--- src/rtl/rob_pkg.sv ---
package rob_pkg;

   // Life of one slot: free, allocated and in flight, or written back.
   // Retirement returns a slot to free.
   typedef enum logic [1:0] {
      PH_FREE   = 2'd0,
      PH_INPROG = 2'd1,
      PH_DONE   = 2'd2
   } rob_phase_e;

   function automatic bit is_pow2(input int v);
      return (v >= 2) && ((v & (v - 1)) == 0);
   endfunction

endpackage

--- src/rtl/rob_ptr_pair.sv ---
module rob_ptr_pair #(
   parameter int DEPTH = 8,
   parameter int IDX_W = $clog2(DEPTH)
) (
   input  logic             clk,
   input  logic             rst_n,
   input  logic             push,
   input  logic             pop,
   input  logic             rewind,
   output logic [IDX_W-1:0] head_idx,
   output logic [IDX_W-1:0] tail_idx,
   output logic             empty,
   output logic             full
);
   localparam int PW = IDX_W + 1;

   if (!rob_pkg::is_pow2(DEPTH)) begin : g_depth_chk
      $error("rob_ptr_pair: DEPTH must be a power of two, at least 2");
   end
   if (IDX_W != $clog2(DEPTH)) begin : g_idx_chk
      $error("rob_ptr_pair: IDX_W must equal clog2(DEPTH)");
   end

   logic [PW-1:0] head_q, tail_q;

   always_ff @(posedge clk or negedge rst_n) begin
      if (!rst_n) begin
         head_q <= '0;
         tail_q <= '0;
      end else if (rewind) begin
         tail_q <= head_q;
      end else begin
         if (push) tail_q <= tail_q + PW'(1);
         if (pop)  head_q <= head_q + PW'(1);
      end
   end

   assign head_idx = head_q[IDX_W-1:0];
   assign tail_idx = tail_q[IDX_W-1:0];
   assign empty    = (head_q == tail_q);
   assign full     = (head_idx == tail_idx) && (head_q[IDX_W] != tail_q[IDX_W]);

   a_r2_push_blocked_full: assert property (@(posedge clk) disable iff (!rst_n)
      full |-> !push);
   a_r4_pop_needs_entry: assert property (@(posedge clk) disable iff (!rst_n)
      empty |-> !pop);
   a_r1_occupancy_bound: assert property (@(posedge clk) disable iff (!rst_n)
      (tail_q - head_q) <= PW'(DEPTH));

endmodule

--- src/rtl/rob_slot_store.sv ---
module rob_slot_store
   import rob_pkg::*;
#(
   parameter int DEPTH  = 8,
   parameter int REG_AW = 5,
   parameter int DATA_W = 32,
   parameter int IDX_W  = $clog2(DEPTH)
) (
   input  logic              clk,
   input  logic              rst_n,
   input  logic              wr_en,
   input  logic [IDX_W-1:0]  wr_idx,
   input  logic [REG_AW-1:0] wr_dst,
   input  logic [DATA_W-1:0] wr_old,
   input  logic              done_en,
   input  logic [IDX_W-1:0]  done_idx,
   input  logic              free_en,
   input  logic [IDX_W-1:0]  free_idx,
   input  logic              clear_all,
   input  logic [IDX_W-1:0]  ra_idx,
   output rob_phase_e        ra_phase,
   output logic [REG_AW-1:0] ra_dst,
   input  logic [IDX_W-1:0]  rb_idx,
   output rob_phase_e        rb_phase,
   output logic [REG_AW-1:0] rb_dst,
   output logic [DATA_W-1:0] rb_old
);
   if (REG_AW < 1 || DATA_W < 1) begin : g_width_chk
      $error("rob_slot_store: REG_AW and DATA_W must be at least 1");
   end

   rob_phase_e        phase_q [DEPTH];
   logic [REG_AW-1:0] dst_q   [DEPTH];
   logic [DATA_W-1:0] old_q   [DEPTH];

   logic [DEPTH-1:0] wr_hit, done_hit, free_hit;

   for (genvar s = 0; s < DEPTH; s++) begin : g_hit
      assign wr_hit[s]   = wr_en   && (wr_idx   == IDX_W'(s));
      assign free_hit[s] = free_en && (free_idx == IDX_W'(s));
      // Only an in-flight slot can take a completion; free slots drop it.
      assign done_hit[s] = done_en && (done_idx == IDX_W'(s)) && (phase_q[s] == PH_INPROG);
   end

   always_ff @(posedge clk or negedge rst_n) begin
      if (!rst_n) begin
         for (int i = 0; i < DEPTH; i++) phase_q[i] <= PH_FREE;
      end else begin
         for (int i = 0; i < DEPTH; i++) begin
            if (clear_all)        phase_q[i] <= PH_FREE;
            else if (wr_hit[i])   phase_q[i] <= PH_INPROG;
            else if (free_hit[i]) phase_q[i] <= PH_FREE;
            else if (done_hit[i]) phase_q[i] <= PH_DONE;
         end
      end
   end

   always_ff @(posedge clk) begin
      for (int i = 0; i < DEPTH; i++) begin
         if (wr_hit[i]) begin
            dst_q[i] <= wr_dst;
            old_q[i] <= wr_old;
         end
      end
   end

   assign ra_phase = phase_q[ra_idx];
   assign ra_dst   = dst_q[ra_idx];
   assign rb_phase = phase_q[rb_idx];
   assign rb_dst   = dst_q[rb_idx];
   assign rb_old   = old_q[rb_idx];

   // a completion aimed at a free slot leaves it free
   a_r7_free_slot_stays_free: assert property (@(posedge clk) disable iff (!rst_n)
      (done_en && !wr_en && !clear_all && phase_q[done_idx] == PH_FREE)
      |=> (phase_q[$past(done_idx)] == PH_FREE));
   // a retiring slot must have completed
   a_r4_free_only_done: assert property (@(posedge clk) disable iff (!rst_n)
      free_en |-> (phase_q[free_idx] == PH_DONE));
   // allocation never lands on an occupied slot
   a_r1_write_into_free: assert property (@(posedge clk) disable iff (!rst_n)
      wr_en |-> (phase_q[wr_idx] == PH_FREE));

endmodule

--- src/rtl/rob_rewind_walker.sv ---
module rob_rewind_walker #(
   parameter int DEPTH = 8,
   parameter int IDX_W = $clog2(DEPTH)
) (
   input  logic             clk,
   input  logic             rst_n,
   input  logic             start,
   input  logic [IDX_W-1:0] start_idx,
   input  logic [IDX_W-1:0] stop_idx,
   output logic             active,
   output logic [IDX_W-1:0] walk_idx,
   output logic             finish
);
   if (IDX_W < 1) begin : g_idx_chk
      $error("rob_rewind_walker: IDX_W must be at least 1");
   end

   logic             active_q;
   logic [IDX_W-1:0] walk_q;

   assign finish = active_q && (walk_q == stop_idx);

   always_ff @(posedge clk or negedge rst_n) begin
      if (!rst_n) begin
         active_q <= 1'b0;
         walk_q   <= '0;
      end else if (start && !active_q) begin
         active_q <= 1'b1;
         walk_q   <= start_idx;
      end else if (active_q) begin
         if (finish) active_q <= 1'b0;
         else        walk_q   <= walk_q - IDX_W'(1);
      end
   end

   assign active   = active_q;
   assign walk_idx = walk_q;

   // walk moves one slot toward the oldest each cycle
   a_r5_walk_steps_down: assert property (@(posedge clk) disable iff (!rst_n)
      (active_q && !finish) |=> (active_q && walk_q == $past(walk_q) - IDX_W'(1)));
   a_r5_no_restart: assert property (@(posedge clk) disable iff (!rst_n)
      active_q |-> !start);

endmodule

--- src/rtl/rob_inorder_commit.sv ---
module rob_inorder_commit
   import rob_pkg::*;
#(
   parameter int DEPTH  = 8,
   parameter int REG_AW = 5,
   parameter int DATA_W = 32,
   parameter int IDX_W  = $clog2(DEPTH)
) (
   input  logic              clk,
   input  logic              rst_n,
   input  logic              alloc_valid,
   input  logic [REG_AW-1:0] alloc_dst,
   input  logic [DATA_W-1:0] alloc_old,
   output logic              alloc_ready,
   output logic [IDX_W-1:0]  alloc_idx,
   input  logic              cmpl_valid,
   input  logic [IDX_W-1:0]  cmpl_idx,
   output logic              commit_valid,
   output logic [REG_AW-1:0] commit_dst,
   input  logic              flush,
   output logic              busy,
   output logic              undo_valid,
   output logic [REG_AW-1:0] undo_dst,
   output logic [DATA_W-1:0] undo_old
);
   if (!is_pow2(DEPTH)) begin : g_depth_chk
      $error("rob_inorder_commit: DEPTH must be a power of two, at least 2");
   end
   if (IDX_W != $clog2(DEPTH)) begin : g_idx_chk
      $error("rob_inorder_commit: IDX_W must equal clog2(DEPTH)");
   end

   logic [IDX_W-1:0]  head_idx, tail_idx, walk_idx, start_idx;
   logic              empty, full, walking, walk_done;
   logic              alloc_fire, cmpl_take, rewind_start;
   rob_phase_e        head_phase, walk_phase;
   logic [REG_AW-1:0] head_dst, walk_dst;
   logic [DATA_W-1:0] walk_old;

   assign alloc_ready  = !full && !walking && !flush;
   assign alloc_fire   = alloc_valid && alloc_ready;
   assign cmpl_take    = cmpl_valid && !walking && !flush;
   assign commit_valid = !walking && !flush && !empty && (head_phase == PH_DONE);
   assign rewind_start = flush && !walking && !empty;
   assign start_idx    = tail_idx - IDX_W'(1);

   rob_ptr_pair #(.DEPTH(DEPTH), .IDX_W(IDX_W)) u_ptrs (
      .clk      (clk),
      .rst_n    (rst_n),
      .push     (alloc_fire),
      .pop      (commit_valid),
      .rewind   (walk_done),
      .head_idx (head_idx),
      .tail_idx (tail_idx),
      .empty    (empty),
      .full     (full)
   );

   rob_slot_store #(.DEPTH(DEPTH), .REG_AW(REG_AW), .DATA_W(DATA_W), .IDX_W(IDX_W)) u_store (
      .clk       (clk),
      .rst_n     (rst_n),
      .wr_en     (alloc_fire),
      .wr_idx    (tail_idx),
      .wr_dst    (alloc_dst),
      .wr_old    (alloc_old),
      .done_en   (cmpl_take),
      .done_idx  (cmpl_idx),
      .free_en   (commit_valid),
      .free_idx  (head_idx),
      .clear_all (walk_done),
      .ra_idx    (head_idx),
      .ra_phase  (head_phase),
      .ra_dst    (head_dst),
      .rb_idx    (walk_idx),
      .rb_phase  (walk_phase),
      .rb_dst    (walk_dst),
      .rb_old    (walk_old)
   );

   rob_rewind_walker #(.DEPTH(DEPTH), .IDX_W(IDX_W)) u_walk (
      .clk       (clk),
      .rst_n     (rst_n),
      .start     (rewind_start),
      .start_idx (start_idx),
      .stop_idx  (head_idx),
      .active    (walking),
      .walk_idx  (walk_idx),
      .finish    (walk_done)
   );

   assign alloc_idx  = tail_idx;
   assign commit_dst = head_dst;
   assign busy       = walking;
   assign undo_valid = walking && (walk_phase == PH_DONE);
   assign undo_dst   = walk_dst;
   assign undo_old   = walk_old;

   a_r5_flush_raises_busy: assert property (@(posedge clk) disable iff (!rst_n)
      (flush && !busy && !empty) |=> busy);
   a_r4_quiet_commit_in_replay: assert property (@(posedge clk) disable iff (!rst_n)
      busy |-> !commit_valid);
   a_r6_undo_inside_replay: assert property (@(posedge clk) disable iff (!rst_n)
      undo_valid |-> busy);
   a_r8_empty_after_replay: assert property (@(posedge clk) disable iff (!rst_n)
      $fell(busy) |-> empty);
   a_r4_head_steps_once: assert property (@(posedge clk) disable iff (!rst_n)
      commit_valid |=> (head_idx == $past(head_idx) + IDX_W'(1)));
   a_r10_empty_flush_quiet: assert property (@(posedge clk) disable iff (!rst_n)
      (flush && empty && !busy) |=> !busy);

endmodule

--- config.mk ---
export PLATFORM = sky130hd
export DESIGN_NAME = rob_inorder_commit
export DESIGN_NICKNAME = d
export VERILOG_FILES = /design/src/rtl/rob_pkg.sv /design/src/rtl/rob_ptr_pair.sv /design/src/rtl/rob_slot_store.sv /design/src/rtl/rob_rewind_walker.sv /design/src/rtl/rob_inorder_commit.sv
export SDC_FILE = /design/constraint.sdc
export NUM_CORES = 1
export LEC_CHECK = 0
export ABC_CLOCK_PERIOD_IN_PS = 2450
export CORE_MARGIN = 1
export CORE_UTILIZATION = 53
export DETAILED_ROUTE_END_ITERATION = 8
export GPL_ROUTABILITY_DRIVEN = 0
export PLACE_DENSITY = 0.76
export SLEW_MARGIN = 25
export SYNTH_ARGS = -nofsm -noshare
export SYNTH_HDL_FRONTEND = slang
export SYNTH_SLANG_ARGS = --single-unit
--- constraint.sdc ---
create_clock -name clk -period 2.45 [get_ports clk]
set_input_delay 0.49 -clock clk [delete_from_list [all_inputs] [get_ports clk]]
set_output_delay 0.49 -clock clk [all_outputs]
set_load 0.01 [all_outputs]
# --- After elaboration in Yosys (flattened, before gate mapping) ---
# Memory sizes are Yosys's and may differ from the RTL's.
# Cells that the tools add are included.
op_classes:
  addsub: 4
  order_cmp: 2
  eq_ne: 36
  mux: 104
  n_bitwise: 3
  n_reduce_logical: 79
op_table:
  columns: ["operator", "count"]
  rows:
  - ["32-bit 2-to-1 mux", 7]
  - ["32-bit OR reduction", 7]
  - ["2-bit 2-to-1 mux", 36]
  - ["3-bit 2-to-1 mux", 17]
  - ["1-bit logical AND", 46]
  - ["3-bit equality test, second input constant", 12]
  - ["5-bit 2-to-1 mux", 7]
  - ["5-bit OR reduction", 7]
  - ["1-bit 2-to-1 mux", 33]
  - ["4-bit nonzero test", 8]
  - ["3-bit by 2-bit equality test with 1-bit output, second input constant", 6]
  - ["2-bit by 1-bit equality test with 1-bit output, second input constant", 8]
  - ["2-bit binary-select mux with 3-bit select", 2]
  - ["3-bit by 1-bit equality test with 1-bit output, second input constant", 3]
  - ["3-bit zero test", 3]
  - ["4-bit by 1-bit adder with 4-bit output, second input constant", 2]
  - ["4-bit greater-or-equal comparator, second input constant", 2]
  - ["4-bit 2-to-1 mux", 2]
  - ["3-bit NOT with 4-bit output", 2]
  - ["3-bit equality test", 2]
  - ["3-bit by 1-bit subtractor with 3-bit output, second input constant", 2]
  - ["2-bit equality test, second input constant", 2]
  - ["4-bit equality test", 1]
  - ["1-bit zero test", 4]
  - ["other kinds (5)", 7]
totals:
  reg_bits: 28
  ram_bits: 296
  in_bits: 45
  output_inout_bits: 49
  word_cells: 242
  memories: 2
memory_table:
  columns: ["memory", "words", "width", "rd", "rd_clocked_by_memory_dff", "write_ports", "line", "source"]
  rows:
  - ["u_store.old_q", 8, 32, 1, 0, 1, "rob_slot_store.sv:34", "logic [DATA_W-1:0] old_q [DEPTH];"]
  - ["u_store.dst_q", 8, 5, 2, 0, 1, "rob_slot_store.sv:33", "logic [REG_AW-1:0] dst_q [DEPTH];"]

# --- Depth between registers and ports, before layout ---
depth:
  depth_word: 17
  mapped_depth: 7
  ltp_nobuf: 6

# --- By module ---
# Synthesis repeated with hierarchy kept, for this count alone.
hier_totals:
  hier_cells: 628
  hier_area_um2: 13406.6
modules_own_cells:
  columns: ["module", "n_inst", "cells_each", "area_per_inst_um2", "seq_area_each_um2"]
  rows:
  - ["rob_slot_store", 1, 546, 12570.8, 9288.9]
  - ["rob_ptr_pair", 1, 43, 469.2, 200.2]
  - ["rob_rewind_walker", 1, 27, 280.3, 100.1]
  - ["rob_inorder_commit", 1, 12, 86.3, 0.0]

# --- Least setup slack after synthesis ---
# Ideal clock, no wire load.
synth_timing:
  path_kind: "register -> register"
  from: "register u_ptrs.head_q[1]"
  to: "memory u_store.dst_q[2][0] (enable)"
  setup_time_ps: 399
  arrival_time_ps: 2345
  required_ps: 2051
  setup_slack_ps: -294
  stages_incl_launch_ff: 6
  path_buffers: 1
  synth_period_minus_slack_ps: 2744
  cell_sequence: "dfrtp_1 > buf_2 > xor2_1 > o41a_1 > and3_4 > and2_1"
synth_between:
  word_cells_on_any_way: 51
  cone_classes: "eq/ne: 1; mux: 30; reduce/logical: 20"
synth_rtl:
  columns: ["element", "line", "source"]
  rows:
  - ["from (decl)", "rob_ptr_pair.sv:24", "logic [PW-1:0] head_q, tail_q;"]
  - ["from (signal assigned)", "rob_ptr_pair.sv:34", "if (pop) head_q <= head_q + PW'(1);"]
  - ["3-bit equality test (*)", "rob_ptr_pair.sv:41", "assign full = (head_idx == tail_idx) && (head_q[IDX_W] != tail_q[IDX_W]);"]
  - ["1-bit logical AND (*)", "rob_ptr_pair.sv:41", null]
  - ["1-bit zero test (*)", "rob_inorder_commit.sv:40", "assign alloc_ready = !full && !walking && !flush;"]
  - ["1-bit logical AND (*) (2 in a row)", "rob_inorder_commit.sv:40", null]
  - ["via alloc_ready", "rob_inorder_commit.sv:14", "output logic alloc_ready,"]
  - ["1-bit logical AND (*)", "rob_inorder_commit.sv:41", "assign alloc_fire = alloc_valid && alloc_ready;"]
  - ["1-bit logical AND (*)", "rob_slot_store.sv:39", "assign wr_hit[s] = wr_en && (wr_idx == IDX_W'(s));"]
  - ["via u_store.wr_hit[2]", "rob_slot_store.sv:36", "logic [DEPTH-1:0] wr_hit, done_hit, free_hit;"]
  - ["1-bit 2-to-1 mux (*)", "rob_slot_store.sv:60", "if (wr_hit[i]) begin"]
  - ["1-bit 2-to-1 mux (implied by the code) (*)", "rob_slot_store.sv:61", "dst_q[i] <= wr_dst;"]
  - ["5-bit OR reduction (no line)", null, null]
  - ["3-bit 2-to-1 mux (no line) or 1-bit 2-to-1 mux (tied branches) (6 in a row)", null, null]
  - ["to (decl)", "rob_slot_store.sv:33", null]
# The timed path passes the listed nets; every way through them passes the cells marked *.

# --- Final worst setup path ---
layout_timing:
  from: "register u_walk.walk_q[0] (netlist: u_walk.walk_idx[0])"
  to: "output undo_old[11]"
layout_between:
  elab_chain_len: 1
layout_rtl:
  columns: ["element", "line", "source"]
  rows:
  - ["from (decl)", "rob_rewind_walker.sv:19", "logic [IDX_W-1:0] walk_q;"]
  - ["from (signal assigned)", "rob_rewind_walker.sv:29", "walk_q <= start_idx;"]
  - ["from (signal assigned)", "rob_rewind_walker.sv:32", "else walk_q <= walk_q - IDX_W'(1);"]
  - ["memory 8 x 32 bit", null, null]
  - ["to (decl)", "rob_inorder_commit.sv:24", "output logic [DATA_W-1:0] undo_old"]
# Every way passes these cells.

==> results.md <==
- The run finished, with violations left.
- The final reports fail on setup timing.
- The initial utilization of the core area, before any placement, comes to 0.544.
- The post-detailed-route DRC marker count is 0.
- The number of input and output port buffers inserted is 93.
- The critical path goes through buf_6 -> buf_16 -> buf_12 -> mux4_2 -> mux2_4 -> buf_6.
- The wire-length estimate of the detail-placed layout is 17200 um.
- The full die area is 0.0258 sq mm.
- The number of nets in the synthesized netlist is 718.
- After technology mapping, the gate count stands at 659.
- Data on the critical path arrives at its endpoint at 2.37 ns.
- At the placement stage, the worst setup path has a slack of -0.221 ns.
- The internal portion of the total power is 13.9 mW.
- In the final routed layout, each cell accounts on average for 25.2 um.
- The number of endpoints failing setup at the final stage is 44.
- The register cell area after layout is 0.00960 sq mm.
- After clock tree synthesis, the clock-pin slew on the worst setup and hold paths is 0.07 ns.
- The measured slew at the worst slew-check pin is 0.776 ns.
- The first global-routing pass estimated 45600 um of wire.
- The dominant cell type by area after synthesis is sky130_fd_sc_hd__edfxtp_1.
- The number of max-cap violations is 0.
- Setup total negative slack on the finished layout was measured at -12.31 ns.
- Counting I/O delays and the setup requirement, the final critical path takes 2.86 ns.
- The wire length reported by the detailed router is 30000 um.
- The overall power is 19.3 mW.
- On the final layout, the worst clock skew is 0.00753 ns.
- The analysis attributes to cell leakage a power of 6.00 nW.
- The synthesized area is 0.0133 sq mm.
- The die extent in x is 161 um.
- The vertical extent of the die is 161 um.
- The most numerous cell type found on the critical path is sky130_fd_sc_hd__buf_6.
- The share of synthesized area occupied by flip-flops and latches is 0.720.
- The maximum resistive drop on vdd is 0.000865 V.
- The clock drives 324 sinks.
- The growth of design area from synthesis to finish is 28.7%.
- Of the total synthesized cell area, the portion taken by full adders, half adders and majority gates is 0.0132.
- The total number of H-tree levels is 1.
- The headroom to the max-slew limit is 0.483.
- By count the netlist is led by sky130_fd_sc_hd__edfxtp_1, sky130_fd_sc_hd__mux4_2, sky130_fd_sc_hd__nand2_1, sky130_fd_sc_hd__mux2_2, sky130_fd_sc_hd__dfrtp_1.
- TritonCTS built the clock tree.
- The clock insertion delay at the later pin of the skew report is 0.55 ns.
- The warning count from the yosys run is 0.
- The switching power of the nets is 5.46 mW.
- The fraction of final layout cells with drive strength greater than 1 is 0.410.
- The cell at the root of the clock tree is sky130_fd_sc_hd__clkbuf_16.
- Setup repair after global routing could not meet its margin everywhere.
- In this design, the stage delay of the slowest critical-path cell is 0.51 ns.
- The repair_antennas step left the layout with diodes totalling 0.
- The via count is 7168.
- For this design the ratio of total power to cell area is 1130 mW/mm^2.
- The number of fillers in the final layout is 1427.
- For this run, the total global-route usage over all layers was measured as 0.240.
- The finished layout holds 1192 standard cells, fillers aside.
- Once routing completed, OpenROAD measured the worst setup slack at -0.411 ns.
- Of the total power, combinational logic draws 0.392.
- The total area inside the core boundary comes to 0.0245 sq mm.
- The fraction of registers with async set or reset after synthesis is 0.0864.
- The multiplexer fraction of the synthesized cell area is 0.184.
- The class of the tightest hold or removal check is input port to asynchronous set/reset pin.
- The number of enable flip-flop cells after synthesis is 296.
- In the routed layout, each cell is associated on average with a via count of 6.01.
- Counting the buffers created by CTS gives 31.
- The share of Yosys cell area claimed by the top area cell type is 0.667.
- Ranked by total cell area, the synthesized netlist is headed by sky130_fd_sc_hd__edfxtp_1, sky130_fd_sc_hd__mux4_2, sky130_fd_sc_hd__dfrtp_1.
- After the first detailed-routing iteration, the DRC count stood at 643.
- The overall overflow remaining after global route is 0.
- Of the total power, the clock network draws 0.267.
- The xor and xnor fraction of the mapped netlist area is 0.00987.
- Of all nets on the critical path, the largest fanout is 5.
- The largest family of logic cells by synthesized area is multiplexers.
- The net count reported at finish is 903.
- The highest-delay cell along the critical path is sky130_fd_sc_hd__dfrtp_4.
- The most common cell in the synthesized netlist is sky130_fd_sc_hd__edfxtp_1.
- The worst setup path is launched from a register.
- Based on the critical path, the design can be clocked at up to 0.350 GHz.
- The first TritonRoute pass finished after 5 iterations.
- Measured in cells, the most critical reg-to-reg path has a length of 9.
- On the final layout, the worst hold slack is 0.331 ns.
- The total count of hold-check failures in the final report came to 0.
- The area fraction in and, or, nand and nor cells after synthesis is 0.0303.
- The number of I/O pins is 94.
- Of the total power, registers draw 0.340.
- The via count of the first global-routing pass is 7606.
- The mean instance size in the synthesized netlist is 20.2 sq um.
- The number of max-slew violations in the final report is 0.
- Buffers inserted to repair hold after CTS numbered 0.
- The total of flip-flops plus latches after synthesis is 324.
- The number of placed instances, taps included is 1104.
- The share of the cycle needed by the critical path after routing is 1.17.
- The clock passes through at most 3 buffers.
- Entering global routing, the biggest net connects 35 pins.
- The switching part of the total is 0.283.
- The kind of critical path is register to output pin.
- The floorplan has 57 rows.
- The required time of the critical path is 1.96 ns.
- Summing all multi-input logic gate instances after layout gives 0.00373 sq mm.
- The initial antenna violation count is 0.
- The kind of end point of the critical path is an output pin.
- The most instantiated flip-flop cell in the synthesis netlist is sky130_fd_sc_hd__edfxtp_1.
- The compound-cell area share of the yosys netlist came to 0.0261.
- The number of different library cells used by synthesis comes to 46.
- The number of routed nets with antenna violations is 0.
area by class of cell:
type,count,share of cell area
sequential,324,0.560
multi-input combinational,285,0.218
timing repair buffer,187,0.128
clock buffer,32,0.0455
tap,324,0.0236
clock inverter,25,0.0199
inverter,15,0.00518
kinds of logic (layout without fill, tap and decap cells):
kind of cell / Yosys count / after routing
XOR/XNOR: 15 / 15
multiplexers: 130 / 130
buffers and inverters: 50 / 259
AO/OA/AOI/OAI: 45 / 45
AND/OR/NAND/NOR: 81 / 81
flip-flops: 324 / 324
adder cells (fa/ha/maj): 14 / 14
registers in the layout (all words and copies together) (netlist names):
register and cells:
u_ptrs.head_q 4, u_ptrs.tail_q 4, u_store.phase_q 16, u_store.old_q 256
u_store.dst_q 40, u_walk.active 1, u_walk.walk_idx 3
stage by stage:
stage	util	area, sq um
after floorplan	-	13400
after global placement	0.627	15300
after detailed placement	0.627	15300
after CTS	0.693	16900
after global routing	0.701	17100
final	0.701	17100
layout by cell type, fill, tap and decap left out, types with 6 or more instances in the layout:
cell type,netlist,routed
sky130_fd_sc_hd__a31oi_1,9,9
sky130_fd_sc_hd__buf_12,0,32
sky130_fd_sc_hd__buf_4,3,44
sky130_fd_sc_hd__buf_6,1,53
sky130_fd_sc_hd__bufinv_16,0,8
sky130_fd_sc_hd__clkbuf_16,0,31
sky130_fd_sc_hd__clkdlybuf4s50_1,0,48
sky130_fd_sc_hd__clkinv_2,0,6
sky130_fd_sc_hd__clkinvlp_4,0,11
sky130_fd_sc_hd__dfrtp_1,28,25
sky130_fd_sc_hd__edfxtp_1,296,296
sky130_fd_sc_hd__ha_1,14,14
sky130_fd_sc_hd__mux2_4,0,35
sky130_fd_sc_hd__mux4_2,88,88
sky130_fd_sc_hd__nand2_1,38,27
sky130_fd_sc_hd__nand2_2,0,10
sky130_fd_sc_hd__nand3_1,7,7
sky130_fd_sc_hd__nor2_1,11,11
sky130_fd_sc_hd__o21ai_0,10,9
sky130_fd_sc_hd__xnor2_1,8,8
sky130_fd_sc_hd__xor2_1,7,6
final timing paths:
| kind | start | end | slack (ns) |
|---|---|---|---|
| setup / recovery | u_walk.walk_idx[0] | undo_old[11] | -0.41 |
| hold reg to reg | u_ptrs.head_q[3] | u_ptrs.head_q[3] | 0.56 |
| min in group clk | u_ptrs.head_q[3] | u_ptrs.head_q[3] | 0.56 |
| max in group asynchronous | rst_n | u_walk.walk_idx[0] | 1.80 |
| hold / removal | rst_n | u_ptrs.tail_q[1] | 0.33 |
| setup reg to reg | u_ptrs.head_q[0] | u_store.phase_q[11] | 0.03 |
timing repair:
item / CTS / global route
endpoints found under the setup margin: 45 / 48
buffers inserted: 22 / 9
cloned: 2 / 0
hold endpoints to repair: 0 / 0
pin swaps: 9 / 12
gates resized for setup: 279 / 35
routing by layer:
metal | wire (um) | global-route usage | up-vias
met5 | 0 | 0 | -
met4 | 731 | 0.0723 | 0
met3 | 2320 | 0.0553 | 59
met2 | 15300 | 0.402 | 318
met1 | 11700 | 0.316 | 3720
li1 | - | - | 3071
worst max-delay path, delay by kind of cell (launching register included):
| kind | cells | cell delay, ns |
|---|---|---|
| mux | 2 | 0.76 |
| buf+inv | 4 | 0.53 |
| flops | 1 | 0.51 |
power groups by stage:
stage	registers [mW]	clock network, mW	logic (mW)
after floorplan	6.59	0	3.65
after global placement	6.65	0	6.07
after detailed placement	6.68	0	6.17
after CTS	6.57	5.21	7.26
after global routing	6.60	5.46	8.01
final	6.58	5.16	7.58
Power figures use the tool's default switching activity.
